===== src/rtl/rfs_pkg.sv =====
// Package: shared indices and limits for the regulator fault sequencer.
// Assumes one bit per asynchronous input, packed in the order given below.
package rfs_pkg;
    localparam int unsigned NUM_ASYNC   = 7;
    localparam int unsigned IDX_EN      = 0;
    localparam int unsigned IDX_VCC_UV  = 1;
    localparam int unsigned IDX_VCCP_UV = 2;
    localparam int unsigned IDX_OV      = 3;
    localparam int unsigned IDX_UV      = 4;
    localparam int unsigned IDX_OC      = 5;
    localparam int unsigned IDX_SW      = 6;
    localparam int unsigned DEF_SYNC_STAGES = 2;
    localparam int unsigned DEF_OV_LIMIT    = 8;
endpackage


===== src/rtl/rfs_sync.sv =====
// Module: multi-stage level synchroniser for a vector of asynchronous inputs.
// Assumes each bit is an independent slow level; no bus coherency is implied.
module rfs_sync #(
    parameter int unsigned WIDTH  = 1,
    parameter int unsigned STAGES = 2
) (
    input  logic             clk,
    input  logic             rst_n,
    input  logic [WIDTH-1:0] d_a,
    output logic [WIDTH-1:0] q
);
    logic [WIDTH-1:0] chain [STAGES];

    // Purpose: shift each input through the flop chain.
    always_ff @(posedge clk) begin
        if (!rst_n) begin
            for (int i = 0; i < int'(STAGES); i++) chain[i] <= '0;
        end else begin
            chain[0] <= d_a;
            for (int i = 1; i < int'(STAGES); i++) chain[i] <= chain[i-1];
        end
    end

    assign q = chain[STAGES-1];
endmodule


===== src/rtl/rfs_sticky.sv =====
// Module: set/clear latch for a single fault; clear dominates set.
// Assumes set and clr are synchronous to clk.
module rfs_sticky (
    input  logic clk,
    input  logic rst_n,
    input  logic set,
    input  logic clr,
    output logic q
);
    // Purpose: hold the fault until cleared.
    always_ff @(posedge clk) begin
        if (!rst_n || clr) q <= 1'b0;
        else if (set)      q <= 1'b1;
    end
endmodule


===== src/rtl/rfs_ov_counter.sv =====
// Module: counts rising edges of overvoltage outside a blanking window and
// latches shutdown on the LIMIT-th counted edge.
// Assumes ov_lvl is already synchronised; blank is a synchronous level.
module rfs_ov_counter #(
    parameter int unsigned LIMIT = 8
) (
    input  logic clk,
    input  logic rst_n,
    input  logic clr,
    input  logic ov_lvl,
    input  logic blank,
    output logic shut
);
    localparam int unsigned CW = $clog2(LIMIT + 1);
    localparam logic [CW-1:0] LAST = CW'(LIMIT - 1);

    logic          ov_prev;
    logic [CW-1:0] cnt;
    logic          rise;

    // Purpose: remember the previous overvoltage level for edge detection.
    always_ff @(posedge clk) begin
        if (!rst_n) ov_prev <= 1'b0;
        else        ov_prev <= ov_lvl;
    end

    assign rise = ov_lvl & ~ov_prev;

    // Purpose: advance the trip count and latch shutdown at the limit.
    always_ff @(posedge clk) begin
        if (!rst_n || clr) begin
            cnt  <= '0;
            shut <= 1'b0;
        end else if (rise && !blank && !shut) begin
            if (cnt == LAST) shut <= 1'b1;
            else             cnt  <= cnt + 1'b1;
        end
    end
endmodule


===== src/rtl/reg_fault_seq.sv =====
// Module: fault protection sequencer for a single-phase buck regulator.
// Synchronises comparator levels, latches overcurrent and repeated
// overvoltage, drives gate overrides and the power-good flag.
// Assumes ss_active and ofs_active are already synchronous to clk.
module reg_fault_seq #(
    parameter int unsigned SYNC_STAGES = rfs_pkg::DEF_SYNC_STAGES,
    parameter int unsigned OV_LIMIT    = rfs_pkg::DEF_OV_LIMIT
) (
    input  logic clk,
    input  logic rst_n,
    input  logic en_a,
    input  logic vcc_uv_a,
    input  logic vccp_uv_a,
    input  logic ov_a,
    input  logic uv_a,
    input  logic oc_a,
    input  logic sw_high_a,
    input  logic ss_active,
    input  logic ofs_active,
    output logic gate_en,
    output logic ss_en,
    output logic force_tg_low,
    output logic force_bg_high,
    output logic pgood,
    output logic fault_latched,
    output logic ov_thr_sel
);
    import rfs_pkg::*;

    logic [NUM_ASYNC-1:0] raw_a;
    logic [NUM_ASYNC-1:0] syn;
    logic en_sync, vcc_uv_sync, vccp_uv_sync, ov_sync, uv_sync, oc_sync, sw_sync;
    logic clr_all, oc_latched, ov_shut, running, crowbar;

    always_comb begin
        raw_a              = '0;
        raw_a[IDX_EN]      = en_a;
        raw_a[IDX_VCC_UV]  = vcc_uv_a;
        raw_a[IDX_VCCP_UV] = vccp_uv_a;
        raw_a[IDX_OV]      = ov_a;
        raw_a[IDX_UV]      = uv_a;
        raw_a[IDX_OC]      = oc_a;
        raw_a[IDX_SW]      = sw_high_a;
    end

    rfs_sync #(.WIDTH(NUM_ASYNC), .STAGES(SYNC_STAGES)) u_sync (
        .clk(clk), .rst_n(rst_n), .d_a(raw_a), .q(syn)
    );

    assign en_sync      = syn[IDX_EN];
    assign vcc_uv_sync  = syn[IDX_VCC_UV];
    assign vccp_uv_sync = syn[IDX_VCCP_UV];
    assign ov_sync      = syn[IDX_OV];
    assign uv_sync      = syn[IDX_UV];
    assign oc_sync      = syn[IDX_OC];
    assign sw_sync      = syn[IDX_SW];

    // Any latched fault and the trip count clear on disable or rail loss.
    assign clr_all = !en_sync || vcc_uv_sync;

    rfs_sticky u_oc_latch (
        .clk(clk), .rst_n(rst_n), .set(oc_sync), .clr(clr_all), .q(oc_latched)
    );

    rfs_ov_counter #(.LIMIT(OV_LIMIT)) u_ov_cnt (
        .clk(clk), .rst_n(rst_n), .clr(clr_all),
        .ov_lvl(ov_sync), .blank(ss_active), .shut(ov_shut)
    );

    assign fault_latched = oc_latched | ov_shut;
    assign running       = en_sync && !vcc_uv_sync && !vccp_uv_sync && !fault_latched;
    assign crowbar       = running && ov_sync && !ss_active;

    assign gate_en       = running;
    assign ss_en         = running;
    assign force_tg_low  = crowbar;
    assign force_bg_high = crowbar || (!running && !vccp_uv_sync && sw_sync);
    assign pgood         = running && !ss_active && !ov_sync && !uv_sync;
    assign ov_thr_sel    = ofs_active;
endmodule


===== config.mk =====
export PLATFORM = sky130hd
export DESIGN_NAME = reg_fault_seq
export DESIGN_NICKNAME = d
export VERILOG_FILES = /design/src/rtl/rfs_pkg.sv /design/src/rtl/rfs_sync.sv /design/src/rtl/rfs_sticky.sv /design/src/rtl/rfs_ov_counter.sv /design/src/rtl/reg_fault_seq.sv
export SDC_FILE = /design/constraint.sdc
export NUM_CORES = 1
export LEC_CHECK = 0
export ABC_CLOCK_PERIOD_IN_PS = 4200
export BUFFER_PORTS_ARGS = -buffer_cell sky130_fd_sc_hd__buf_2
export CAP_MARGIN = 40
export CORE_MARGIN = 2
export CORE_UTILIZATION = 53
export DETAILED_ROUTE_END_ITERATION = 16
export PLACE_DENSITY_LB_ADDON = 0.25
export RECOVER_POWER = 50
export SYNTH_ARGS = -nofsm -noshare
export SYNTH_HDL_FRONTEND = slang
export SYNTH_SLANG_ARGS = --single-unit

===== constraint.sdc =====
create_clock -name clk -period 4.2 [get_ports clk]
set_input_delay 0.63 -clock clk [delete_from_list [all_inputs] [get_ports clk]]
set_output_delay 0.63 -clock clk [all_outputs]
set_load 0.005 [all_outputs]

# Word-level counts from Yosys, hierarchy flattened
# Memory sizes are Yosys's and may differ from the RTL's.
# Index checks and enable logic that the tools add are counted.
# Widths: inputs -> output; s select.
# totals
regBits,7
ramBits,14
input_bits,11
output_inout_bits,7
wordCells,44
n_memories,1
# op_classes
add_sub_neg,1
n_eq_ne,1
muxes,4
n_bitwise,6
reduce_logical,27
# mem_list
memory,words,word_bits,read_ports,rd_clocked_by_memory_dff,write_ports,line,rtl
u_sync.chain,2,7,2,0,2,rfs_sync.sv:12,logic [WIDTH-1:0] chain [STAGES];
# op_table
op,n
$mux 7,2
$logic_and 1x1->1,12
$logic_not 1->1,10
$add 4x1->4 const B,1
$eq 4x3->1 const B,1
$reduce_and 2->1,2
$logic_or 1x1->1,3
$or 1x1->1,3
$mux 1,2
$not 1->1,2
$and 1x1->1,1

# Depth between registers and ports, before layout
# logic_depth
word_depth,8
mapped_depth,4
mapped_depth_nobuf,4

# By module
# A second synthesis with hierarchy kept.
# hier_totals
cells_unflattened,81
hier_area_um2,855.8
# by_module_without_submodules
mod,n_inst,cells_each,area_each_um2,seq_area_each_um2
rfs_sync,1,36,444.2,280.3
rfs_ov_counter,1,30,270.3,120.1
reg_fault_seq,1,12,105.1,0.0
rfs_sticky,1,3,36.3,20.0

# Least setup slack after synthesis
# OpenSTA, ideal clock, no wires.
# synth_path
kind,input to register
start,input port ss_active
end,register u_ov_cnt.cnt[3]
arrival_time_ps,1877
required_ps,4130
setup_slack_ps,2253
path_stages,4
path_cell_list,or4b_1 > buf_2 > or4_1 > a21oi_1
# synth_between
elab_chain_cells,4
# synth_rtl
item,line,rtl
start: declaration,reg_fault_seq.sv:18,"input logic ss_active,"
$logic_not 1->1,rfs_ov_counter.sv:34,end else if (rise && !blank && !shut) begin
$logic_and 1x1->1 (2 in a row),rfs_ov_counter.sv:34,
$reduce_and 2->1 (no source line),-,
end signal: assignment,rfs_ov_counter.sv:36,else cnt <= cnt + 1'b1;
end: declaration,rfs_ov_counter.sv:18,logic [CW-1:0] cnt;
# No other way between the ends.
# A chain may end at the register's enable or synchronous reset.

# Worst setup path after layout
# layout_path
start,register u_ov_cnt.shut
end,output port pgood
# layout_between
elab_chain_cells,6
# layout_rtl
item,line,rtl
start: declaration,rfs_ov_counter.sv:12,output logic shut
start signal: assignment,rfs_ov_counter.sv:33,shut <= 1'b0;
start signal: assignment,rfs_ov_counter.sv:35,if (cnt == LAST) shut <= 1'b1;
$or 1x1->1,reg_fault_seq.sv:70,assign fault_latched = oc_latched | ov_shut;
$logic_not 1->1,reg_fault_seq.sv:71,assign running = en_sync && !vcc_uv_sync && !vccp_uv_sync && !fault_latched;
$logic_and 1x1->1,reg_fault_seq.sv:71,
$logic_and 1x1->1 (3 in a row),reg_fault_seq.sv:78,assign pgood = running && !ss_active && !ov_sync && !uv_sync;
end: declaration,reg_fault_seq.sv:24,"output logic pgood,"
# No other way between the ends.

==> summary.md <==
| Metric | Value |
|---|---|
| Status | complete, no violations |
| Via density | 5.10 |
| Reg-to-reg slack, setup | 2450 ps |
| Share of layout cells above drive strength 1 | 21.6% |
| Clk slew on worst S/H paths | around 110 ps |
| Commonest non-fill, non-tap cell in the layout | dfxtp_1 |
| Mapped cell area | between 700 and 800 sq um |
| DP Cell Count | 99 |
| Drt drc | 0 |
| RR Startpoint | u_ov_cnt.shut$_SDFFE_PP0P_ |
| Worst setup path startpoint | u_ov_cnt.shut$_SDFFE_PP0P_ |
| Gr usage total | between 10% and 20% |
| Post-synthesis simple-gate area fraction | between 30% and 40% |
| Buffers and inverters on the worst path | 1 |
| Pleak | 0.355 nW |
| Hold crit path type | register to register |
| Crit path arrival time | 1650 ps |
| Die height | 41.5 um |
| Post-synthesis mux area share | 1.34% |
| Setup TNS | 0 ps |
| Setup Buffers After CTS | 0 |
| Largest family of logic cells by synthesized area | simple AND/OR/NAND/NOR gates |
| Avg WL per Cell | 10.1 um |
| CP max stage delay | ~490 ps |
| Most frequent cells in the layout | dfxtp_1, buf_2, and2_1 |
| Synth cell types | 25 |
| Htree depth | 1 |
| Critical Path RT | approximately 3600 ps |
| CP Depth | 4 |
| Row cnt | 13 |
| ANT nets after route | 0 |
| Initial Util | 57.3% |
| Reg-to-Reg End | u_ov_cnt.cnt[3]$_SDFFE_PP0P_ |
| Minimum clock period | about 2300 ps |
| Post-Syn Nets | between 80 and 90 |
| First-pass GRT wire length | 1770 um |
| FF+latch count, synth | 21 |
| # IOs | 18 |
| CTS tree | done |
| Final hold slack | 437 ps |
| Core box area | 1300 sq um |
| RePlAce Congestion | around 0.76 |
| 1st-iter DRT viols | 1 |
| Synth Warn # | 0 |
| Adder-Cell Fraction of Synth Area | roughly 1.7% |
| Compound-Gate Fraction of Synth Area | 6.71% |
| Die width | around 42 um |
| Total number of vias | 525 |
| DIE AREA | roughly 1700 sq um |
| Peak Freq | between 0.4 and 0.5 GHz |
| Syn Area/Cell | 10.2 sq um |
| Worst reg-to-reg path cell count | 3 |
| Post-synthesis sequential area ratio | 56.4% |
| Largest net degree at the start of global routing | 18 |
| RSZ-0062 raised after global routing | no |
| Clock tree buffer depth | 2 |
| Final setup fails | 0 |
| Peak supply drop | 0.246 mV |
| DP HPWL | about 810 um |
| Hold-fix buffers, CTS | 0 |
| Fin. max-slew vios | 0 |
| CP startpoint kind | register |
| Worst slew margin | between 60% and 70% |
| Final nets | around 100 |
| CP Capture Point | pgood |
| Post-Synth XOR/XNOR Area | 0% |
| Tightest Pin Transition | a little over 500 ps |
| Drt first pass iters | 3 |
| Setup Skew | 6.47 ps |
| Initial antenna violation count | 0 |
| Clk sinks | 21 |
| Critical Path, Cell by Cell | nor4b_1, nand2b_1, nor4_1, buf_2 |
| Area grow syn2layout | 12.8% |
| Non-filler cells, final | between 100 and 150 |
| Worst Setup Slack, final | about 1900 ps |
| Worst skew pair latency | 300 ps |
| CTS Buf Count | 3 |
| CP max-delay cell | nor4b_1 |
| Post-Synthesis Cells | 73 |
| Delay-heaviest family, CP | simple AND/OR/NAND/NOR gates |
| Post-cts sizing count | 0 |
| Critical path class | register to output pin |
| Number of port buffers | 15 |
| Critical Path End Type | output pin |
| Diodes inserted | 0 |
| Final Hold Vio Count | 0 |
| Worst slack at placement | 2080 ps |
| Period utilization | 54.4% |
| Max_cap viols | 0 |
| CTS root buf | clkbuf_4 |
| GR Overflow Total | 0 |
| Total Power | 0.315 mW |
| Final WL | 1040 um |
| Peak fanout along the critical path | 5 |
| PwrDens | between 300 and 400 nW/um^2 |
| Vias in the first global route | 460 |
registers in the layout, indices dropped and copies added, names as in the netlist:
register	count
u_ov_cnt.shut	1
u_ov_cnt.ov_prev	1
u_sync.chain	14
u_ov_cnt.cnt	4
u_oc_latch.q	1
through the flow:
step	instance area, sq um	util (%)
after floorplan	746	-
after global placement	816	62.7
after detailed placement	816	62.7
after CTS	842	64.7
after global routing	841	64.6
final	841	64.6
per-layer routing:
layer / wire, um / GRT usage [%] / share of wire, % / up-vias
li1: - / - / - / 279
met1: 443 / 13.7 / 43 / 230
met2: 521 / 24.1 / 50 / 12
met3: 43 / 2.61 / 4.1 / 4
met4: 30 / 11.6 / 2.9 / 0
met5: 0 / 0 / 0 / -
cells in the mapped netlist:
master | number | area share, %
dfxtp_1 | 21 | 56
and2_1 | 15 | 13
nor2_1 | 5 | 2.5
a21oi_1 | 4 | 2.7
o21ai_0 | 3 | 2.0
and3b_1 | 2 | 2.3
buf_4 | 2 | 2.0
nand3_1 | 2 | 1.3
nor2b_1 | 2 | 1.7
nor4b_1 | 2 | 2.3
buf_2 | 1 | 0.67
clkbuf_1 | 1 | 0.50
ha_1 | 1 | 1.7
inv_1 | 1 | 0.50
mux2i_1 | 1 | 1.3
nand2_1 | 1 | 0.50
nand2b_1 | 1 | 0.84
nand3b_1 | 1 | 1.0
nor4_1 | 1 | 0.84
o211ai_1 | 1 | 1.0
o31ai_1 | 1 | 1.0
or2_2 | 1 | 0.84
or3_2 | 1 | 1.0
or4_1 | 1 | 1.0
or4b_1 | 1 | 1.3
area by class of cell:
cell class	instances	area, sq um
fillers	131	460
flip-flops and latches	21	420
multi-input cells	47	298
repair buffers	15	73.8
clock buffers	4	26.3
well taps	15	18.8
inverters	1	3.75
power breakdown:
part           internal (mW)  switching (mW)  total (mW)
Clock                 0.0370          0.0554      0.0924
Sequential             0.206         0.00202       0.208
Combinational        0.00866         0.00662      0.0153
Total                  0.251          0.0640       0.315
worst min path at each step:
stage	startpoint	endpoint	slack (ps)	cells after the start
after floorplan	u_sync.chain[0][12]$_SDFF_PN0_	u_oc_latch.q$_SDFFE_PP0P_	410	2
after global placement	u_sync.chain[0][0]$_SDFF_PN0_	u_sync.chain[0][7]$_SDFF_PN0_	410	1
after detailed placement	u_sync.chain[0][6]$_SDFF_PN0_	u_sync.chain[0][13]$_SDFF_PN0_	420	1
after CTS	u_sync.chain[0][1]$_SDFF_PN0_	u_sync.chain[0][8]$_SDFF_PN0_	440	1
after global routing	u_sync.chain[0][6]$_SDFF_PN0_	u_sync.chain[0][13]$_SDFF_PN0_	460	1
final	u_sync.chain[0][2]$_SDFF_PN0_	u_sync.chain[0][9]$_SDFF_PN0_	440	1
worst reg2reg max path: stages (launching register included):
cell     delay (ps)
dfxtp_1         360
or4b_1          620
or4_1           540
a21oi_1         170
cells by family after synthesis:
| family | count (synthesis) |
|---|---|
| buf+inv | 5 |
| simple gates | 36 |
| mux | 1 |
| flops | 21 |
| fa+ha+maj | 1 |
| compound gates | 9 |
No activity file was read; power rests on OpenSTA's default activity.
